**src/rtl/tsens_pkg.sv**
```systemverilog
package tsens_pkg;

    typedef enum logic [1:0] {
        PH_IDLE = 2'd0,
        PH_HIGH = 2'd1,
        PH_LOW  = 2'd2
    } phase_e;

    typedef enum logic [1:0] {
        SEL_TEMP = 2'd0,
        SEL_CFG  = 2'd1,
        SEL_HYST = 2'd2,
        SEL_TOS  = 2'd3
    } sel_e;

    localparam int unsigned SEL_W   = 2;
    localparam int unsigned N_THR   = 2;

endpackage

```
**src/rtl/tsens_seq.sv**
```systemverilog
module tsens_seq
    import tsens_pkg::*;
#(
    parameter int unsigned DATA_W = 8,
    parameter int unsigned PTR_W  = 8
) (
    input  logic              clk,
    input  logic              rst_n,
    input  logic              start,
    input  logic              stop,
    input  logic              wr_valid,
    input  logic [DATA_W-1:0] wr_data,
    input  logic              rd_req,
    output logic [PTR_W-1:0]  ptr_q,
    output phase_e            phase_q,
    output logic              data_wr,
    output logic              hi_sel
);

    typedef struct packed {
        logic [PTR_W-1:0] ptr;
        phase_e           phase;
    } seq_st_t;

    seq_st_t st_q, st_d;

    always_comb begin
        st_d    = st_q;
        data_wr = 1'b0;
        if (start || stop) begin
            st_d.phase = PH_IDLE;
        end else if (wr_valid) begin
            if (st_q.phase == PH_IDLE) begin
                st_d.ptr   = wr_data[PTR_W-1:0];
                st_d.phase = PH_HIGH;
            end else begin
                data_wr    = 1'b1;
                st_d.phase = PH_LOW;
            end
        end else if (rd_req) begin
            st_d.phase = PH_LOW;
        end
    end

    always_ff @(posedge clk) begin
        if (!rst_n) begin
            st_q.ptr   <= '0;
            st_q.phase <= PH_IDLE;
        end else begin
            st_q <= st_d;
        end
    end

    assign ptr_q   = st_q.ptr;
    assign phase_q = st_q.phase;
    assign hi_sel  = (st_q.phase != PH_LOW);

endmodule

```
**src/rtl/tsens_store.sv**
```systemverilog
module tsens_store
    import tsens_pkg::*;
#(
    parameter int unsigned        DATA_W   = 8,
    parameter logic [DATA_W-1:0]  CFG_RST  = '0,
    parameter logic [2*DATA_W-1:0] HYST_RST = 16'h4B00,
    parameter logic [2*DATA_W-1:0] TOS_RST  = 16'h5000
) (
    input  logic                               clk,
    input  logic                               rst_n,
    input  logic                               wr_en,
    input  sel_e                               sel,
    input  logic                               hi_sel,
    input  logic [DATA_W-1:0]                  wr_data,
    output logic [DATA_W-1:0]                  cfg_q,
    output logic [N_THR-1:0][2*DATA_W-1:0]     thr_q
);

    localparam int unsigned WIDE_W = 2 * DATA_W;

    logic [DATA_W-1:0] cfg_d;

    always_comb begin
        cfg_d = cfg_q;
        if (wr_en && sel == SEL_CFG) cfg_d = wr_data;
    end

    always_ff @(posedge clk) begin
        if (!rst_n) cfg_q <= CFG_RST;
        else        cfg_q <= cfg_d;
    end

    for (genvar k = 0; k < N_THR; k++) begin : g_thr
        localparam logic [WIDE_W-1:0] RST_V  = (k == 0) ? HYST_RST : TOS_RST;
        localparam logic [SEL_W-1:0]  MY_SEL = (k == 0) ? SEL_HYST : SEL_TOS;

        logic [WIDE_W-1:0] thr_d;

        always_comb begin
            thr_d = thr_q[k];
            if (wr_en && sel == sel_e'(MY_SEL)) begin
                if (hi_sel) thr_d[WIDE_W-1:DATA_W] = wr_data;
                else        thr_d[DATA_W-1:0]      = wr_data;
            end
        end

        always_ff @(posedge clk) begin
            if (!rst_n) thr_q[k] <= RST_V;
            else        thr_q[k] <= thr_d;
        end
    end

endmodule

```
**src/rtl/tsens_rdmux.sv**
```systemverilog
module tsens_rdmux
    import tsens_pkg::*;
#(
    parameter int unsigned DATA_W = 8
) (
    input  sel_e                           sel,
    input  logic                           hi_sel,
    input  logic [2*DATA_W-1:0]            temp,
    input  logic [DATA_W-1:0]              cfg,
    input  logic [N_THR-1:0][2*DATA_W-1:0] thr,
    output logic [DATA_W-1:0]              rd_data
);

    logic [2*DATA_W-1:0] wide;

    always_comb begin
        case (sel)
            SEL_HYST: wide = thr[0];
            SEL_TOS:  wide = thr[1];
            default:  wide = temp;
        endcase
        if (sel == SEL_CFG)  rd_data = cfg;
        else if (hi_sel)     rd_data = wide[2*DATA_W-1:DATA_W];
        else                 rd_data = wide[DATA_W-1:0];
    end

endmodule

```
**src/rtl/tsens_regs.sv**
```systemverilog
module tsens_regs
    import tsens_pkg::*;
#(
    parameter int unsigned         DATA_W   = 8,
    parameter int unsigned         PTR_W    = 8,
    parameter logic [DATA_W-1:0]   CFG_RST  = '0,
    parameter logic [2*DATA_W-1:0] HYST_RST = 16'h4B00,
    parameter logic [2*DATA_W-1:0] TOS_RST  = 16'h5000
) (
    input  logic                clk,
    input  logic                rst_n,
    input  logic                i_start,
    input  logic                i_stop,
    input  logic                i_wr_valid,
    input  logic [DATA_W-1:0]   i_wr_data,
    input  logic                i_rd_req,
    output logic [DATA_W-1:0]   o_rd_data,
    input  logic [2*DATA_W-1:0] i_temp
);

    logic [PTR_W-1:0]                  ptr_q;
    phase_e                            phase_q;
    logic                              data_wr;
    logic                              hi_sel;
    sel_e                              sel;
    logic [DATA_W-1:0]                 cfg_q;
    logic [N_THR-1:0][2*DATA_W-1:0]    thr_q;

    tsens_seq #(.DATA_W(DATA_W), .PTR_W(PTR_W)) u_seq (
        .clk      (clk),
        .rst_n    (rst_n),
        .start    (i_start),
        .stop     (i_stop),
        .wr_valid (i_wr_valid),
        .wr_data  (i_wr_data),
        .rd_req   (i_rd_req),
        .ptr_q    (ptr_q),
        .phase_q  (phase_q),
        .data_wr  (data_wr),
        .hi_sel   (hi_sel)
    );

    assign sel = sel_e'(ptr_q[SEL_W-1:0]);

    tsens_store #(
        .DATA_W   (DATA_W),
        .CFG_RST  (CFG_RST),
        .HYST_RST (HYST_RST),
        .TOS_RST  (TOS_RST)
    ) u_store (
        .clk     (clk),
        .rst_n   (rst_n),
        .wr_en   (data_wr),
        .sel     (sel),
        .hi_sel  (hi_sel),
        .wr_data (i_wr_data),
        .cfg_q   (cfg_q),
        .thr_q   (thr_q)
    );

    tsens_rdmux #(.DATA_W(DATA_W)) u_rdmux (
        .sel     (sel),
        .hi_sel  (hi_sel),
        .temp    (i_temp),
        .cfg     (cfg_q),
        .thr     (thr_q),
        .rd_data (o_rd_data)
    );

endmodule

```
**config.mk**
```make
export PLATFORM = sky130hd
export DESIGN_NAME = tsens_regs
export DESIGN_NICKNAME = d
export VERILOG_FILES = /design/src/rtl/tsens_pkg.sv /design/src/rtl/tsens_seq.sv /design/src/rtl/tsens_store.sv /design/src/rtl/tsens_rdmux.sv /design/src/rtl/tsens_regs.sv
export SDC_FILE = /design/constraint.sdc
export NUM_CORES = 1
export LEC_CHECK = 0
export ABC_CLOCK_PERIOD_IN_PS = 2280
export BUFFER_PORTS_ARGS = -buffer_cell sky130_fd_sc_hd__buf_2
export CAP_MARGIN = 20
export CORE_MARGIN = 2
export CORE_UTILIZATION = 60
export DETAILED_ROUTE_END_ITERATION = 16
export PLACE_DENSITY = 0.81
export REMOVE_ABC_BUFFERS = 1
export SLEW_MARGIN = 20
export SYNTH_ARGS = -nofsm -noshare
export SYNTH_HDL_FRONTEND = slang
export SYNTH_SLANG_ARGS = --single-unit
```
**constraint.sdc**
```tcl
create_clock -name clk -period 2.28 [get_ports clk]
set_input_delay 0.228 -clock clk [delete_from_list [all_inputs] [get_ports clk]]
set_output_delay 0.228 -clock clk [all_outputs]
set_load 0.02 [all_outputs]
```
* Word-level counts from Yosys, hierarchy flattened *
Index checks and enable logic that the tools add are counted.

storage, ports and cells
  bits in registers = 44
  output and inout bits = 8

cells by class
  equal/unequal tests = 4
  muxes and demuxes = 9
  bitwise gates (word level) = 3
  reductions and logical operators = 12

operator list
  kind                                                              number
  16-bit one-hot mux with 2 select lines                            1
  8-bit 2-to-1 mux                                                  2
  2-bit AND reduction                                               4
  2-bit 2-to-1 mux                                                  3
  2-bit == test (second input constant)                             2
  1-bit logical AND                                                 3
  1-bit 2-to-1 mux                                                  3
  1-bit NOT                                                         3
  3-bit AND reduction                                               1
  2-bit by 1-bit == test with 1-bit output (second input constant)  1
  2-bit logical NOT                                                 1
  2-bit inequality test (second input constant)                     1
  2-bit nonzero test                                                1
  2-bit OR reduction                                                1
  1-bit logical OR                                                  1

* Depth between registers and ports, before layout *
  depth after elaboration = 6
  mapped depth = 6
  mapped depth without buffers = 3

* Cells and area by module *
From an unflattened synthesis, not the netlist that was laid out.

unflattened totals
  cells, all modules = 267
  area, all modules = 2516.2 um^2

by module, submodules not included
  module       cells each  sequential area each (um^2)  area an instance (um^2)  times used
  tsens_store  148         800.8                        1544.0                   1
  tsens_rdmux  70          0.0                          540.5                    1
  tsens_seq    49          200.2                        431.7                    1

* Worst setup path before layout *
No wires, ideal clock.

  kind = register to output
  start = reg u_seq.st_q (netlist bit u_seq.ptr_q[0])
  end = out o_rd_data[2]
  cell stages (with the launch flop) = 6
  setup slack = 0.480 ns
  arrival time = 1.572 ns
  cells stage by stage = dfxtp_1 > buf_2 > buf_2 > buf_2 > a211oi_1 > a211oi_1

between the ends
  longest elaborated chain between the ends = 4

ends and longest elaborated chain
  element                                 RTL line           source
  start: declaration                      tsens_seq.sv:25    seq_st_t st_q, st_d;
  start signal: assignment                tsens_seq.sv:50    st_q <= st_d;
  2-bit == test                           tsens_rdmux.sv:17  case (sel)
  16-bit one-hot mux with 2 select lines  tsens_rdmux.sv:17
  8-bit 2-to-1 mux                        tsens_rdmux.sv:23  else if (hi_sel) rd_data = wide[2*DATA_W-1:DATA_W];
  8-bit 2-to-1 mux *                      tsens_rdmux.sv:22  if (sel == SEL_CFG) rd_data = cfg;
  end: declaration                        tsens_regs.sv:17   output logic [DATA_W-1:0] o_rd_data,

Mark *: on every way between the ends. The rest lies on a longest branch, timed or not.

* Final worst setup path *
  start = reg u_seq.st_q (netlist bit u_seq.phase_q[0])
  end = out o_rd_data[3]

between the ends
  longest elaborated chain between the ends = 3

ends and longest elaborated chain
  element                RTL line           source
  2-bit inequality test  tsens_seq.sv:56    assign hi_sel = (st_q.phase != PH_LOW);
  8-bit 2-to-1 mux       tsens_rdmux.sv:23
  8-bit 2-to-1 mux       tsens_rdmux.sv:22

No other way between the ends.

==> impl_metrics.toml <==
[finish]
drive_above_1_share_pct = 19.8
finalInstanceArea_um2 = 2620
layoutNonFillerInstCount = 346
area_growth_syn_to_layout_pct = 13.4
final_common_cell = "dfxtp_1"
insertedDiodeCount = 0
final_cell_mix = "dfxtp_1 (44), nand2_1 (42), buf_2 (37)"
multiInputGateArea_um2 = 1300
fill_cells = 304
register_area_um2 = 881
final_core_util_pct = 71.1
nNetsFinal = 327

[placed_design]
dp_hpwl_um = 3800
gp_congestion = 0.833
placedInstanceArea_um2 = 2510
port_buffers = 37
numPlacedInstances = 338
post-place-ws_ps = 432

[critical_path]
path_common_cell = "a211oi_1"
reg2reg_from = "u_seq.ptr_q[1]"
cpLargestDelayFamily = "flip-flops"
rr_endpoint = "u_store.thr_q[26]"
critical_path_arrival_ps = 1980
cp_cell_sequence = "nand3b_1, a211oi_1, a211oi_1, buf_2"
endpoint_kind = "output port"
r2r_setup_slack_ps = 530
path_max_fanout = 20
slowest_stage = "dfxtp_1"
path_buf_inv = 1
crit_required_ps = 2050
ff2ff_path_depth = 3
crit_type = "reg -> out"
cp-start-kind = "flop"
path_depth = 4
slowest_delay_ps = 720

[logic_synthesis]
synth-xor-area-share_pct = 0
synthFlopType = "dfxtp_1"
syn_inst = 268
synth_top_family_by_area = "simple AND/OR/NAND/NOR gates"
ys_ff_latch = 44
synth_edf_count = 0
synth_area_um2 = 2310
syn_area_per_cell_um2 = 8.63
yosys.area_share.simple_pct = 25.0
synth_compound_area_share_pct = 16.9
ys_warn_count = 0
synth-async-reset-ratio_pct = 0
synth_cell_types = 36
synth_fa_ha_area_share_pct = 0
synth.mux.area_fraction_pct = 14.4
ys_seq_area_share_pct = 38.1

[global_routing]
overflow = 0
grt_pass1_vias = 1976
antenna_found_initial = 0
grt_max_degree = 34
grt_pass1_wl_um = 9390
grt_use_total_pct = 28.2

[drt]
dr_wl_met3_um = 298
dr.pass1.iters = 5
wl_per_cell_um = 16.1
routed-wl-met2_um = 2670
drc = 0
m1WireLength_um = 2530
routed_via_density = 6.10
num_vias = 2111
antenna_left = 0
drt_wl_total_um = 5570
drt_first_iter_violations = 179
highest_layer = "met4"

[hold_path]
hold_depth = 3
min_path_type = "in -> reg"
min-delay-start = "i_wr_data[2]"
holdPathEnd = "u_store.cfg_q[2]"

[die]
coreArea_um2 = 3690
die_area_um2 = 4370
die_w_um = 66.1
io_pins = 38
die_height_um = 66.1
initial_core_util_pct = 62.7
rows = 22

[pwr]
power_density_nw_per_um2 = 586
peakVddDrop_mv = 0.392
p_int_mw = 1.16
seqPwrFrac_pct = 50.5
comb_power_share_pct = 11.1
clkPwrFrac_pct = 38.4
leakage_nw = 1.09
total_power_mw = 1.54
p_switching_mw = 0.377
power.share.switching_pct = 24.5

[sta]
slew_viol_final = 0
fin_worst_skew_ps = 5.46
hold_viol = 0
hold_ws_ps = 186
fin_ws_ps = 71.8
slew_headroom_pct = 41.5
rsz0062_at_grt = "false"
fin_crit_ps = 2210
fmax_mhz = 453
setup_viol = 0
worst_pin_slew_ps = 874
setup-tns-final_ps = 0
finalCritPeriodShare_pct = 96.9

[flow_run]
maxCapViolations = 0

[clock_tree]
cts_num_sinks = 44
htreeDepth = 2
ctsHoldBuffers = 0
root_buffer = "clkbuf_8"
cts_tree = "yes"
clockBufferDepth = 2
clock_latency_ps = 300
cts.clk_slew.worst_paths_ps = 80
ctsResizeCount = 0
postCtsSetupBuffers = 0
cts_buffers = 5

[status]
status = "finished clean"
[Yosys cell counts, types with 4 or more instances]
master / n / share of area (%)
inv_1: 5 / 0.81
dfxtp_1: 44 / 38
nand2_1: 42 / 6.8
clkbuf_1: 9 / 1.5
o31ai_1: 8 / 2.6
a211oi_1: 12 / 3.9
or4b_1: 6 / 2.6
o2bb2ai_1: 6 / 2.3
nor2b_1: 10 / 2.7
nand2b_1: 8 / 2.2
nor2_1: 10 / 1.6
nand3_1: 4 / 0.87
a21oi_1: 24 / 5.2
buf_2: 10 / 2.2
nand4_1: 13 / 3.5
mux2i_1: 31 / 13
[logic make-up after synthesis]
logic type	Yosys count
and+or+nand+nor	104
AOI/OAI and AO/OA	59
muxes	32
buffers and inverters	29
DFF	44
[worst max path at each step]
stage,start,endpoint
detailed placement,u_seq.phase_q[0],o_rd_data[2]
finish,u_seq.phase_q[0],o_rd_data[3]
CTS,u_seq.phase_q[0],o_rd_data[2]
global route,u_seq.phase_q[0],o_rd_data[3]
floorplan,u_seq.ptr_q[0],o_rd_data[0]
global placement,u_seq.phase_q[0],o_rd_data[0]
[final cells by class]
class	instances	share of cell area, %
Clock buffer	6	2.77
Clock inverter	2	1.34
Inverter	5	0.716
Multi-Input combinational cell	195	49.6
Sequential cell	44	33.6
Tap cell	48	2.29
Timing Repair Buffer	46	9.64
[registers in the layout, summed over array words and instances (netlist names)]
name,flops
u_store.cfg_q,8
u_store.thr_q,32
u_seq.ptr_q,2
u_seq.phase_q,2
[metal layers]
metal	vias to the layer above	track usage, %
li1	1028	-
met1	1009	38.5
met2	66	44.8
met3	8	5.11
met4	0	9.95
met5	-	0
[worst reg2reg max path, delay by kind of cell (launching register included)]
| kind | cells | cell delay (ps) |
|---|---|---|
| buffers and inverters | 1 | 290 |
| flip-flops | 1 | 600 |
| multiplexers | 1 | 250 |
| AND/OR/NAND/NOR | 1 | 540 |
[power by group through the flow]
stage          combinational, mW  clock (mW)  sequential, mW
2_1_floorplan             0.0816           0           0.799
3_3_place_gp               0.167           0           0.794
3_5_place_dp               0.169           0           0.794
4_1_cts                    0.170       0.596           0.776
5_1_grt                    0.187       0.627           0.777
6_report                   0.171       0.590           0.776
Power figures use the tool's default switching activity.
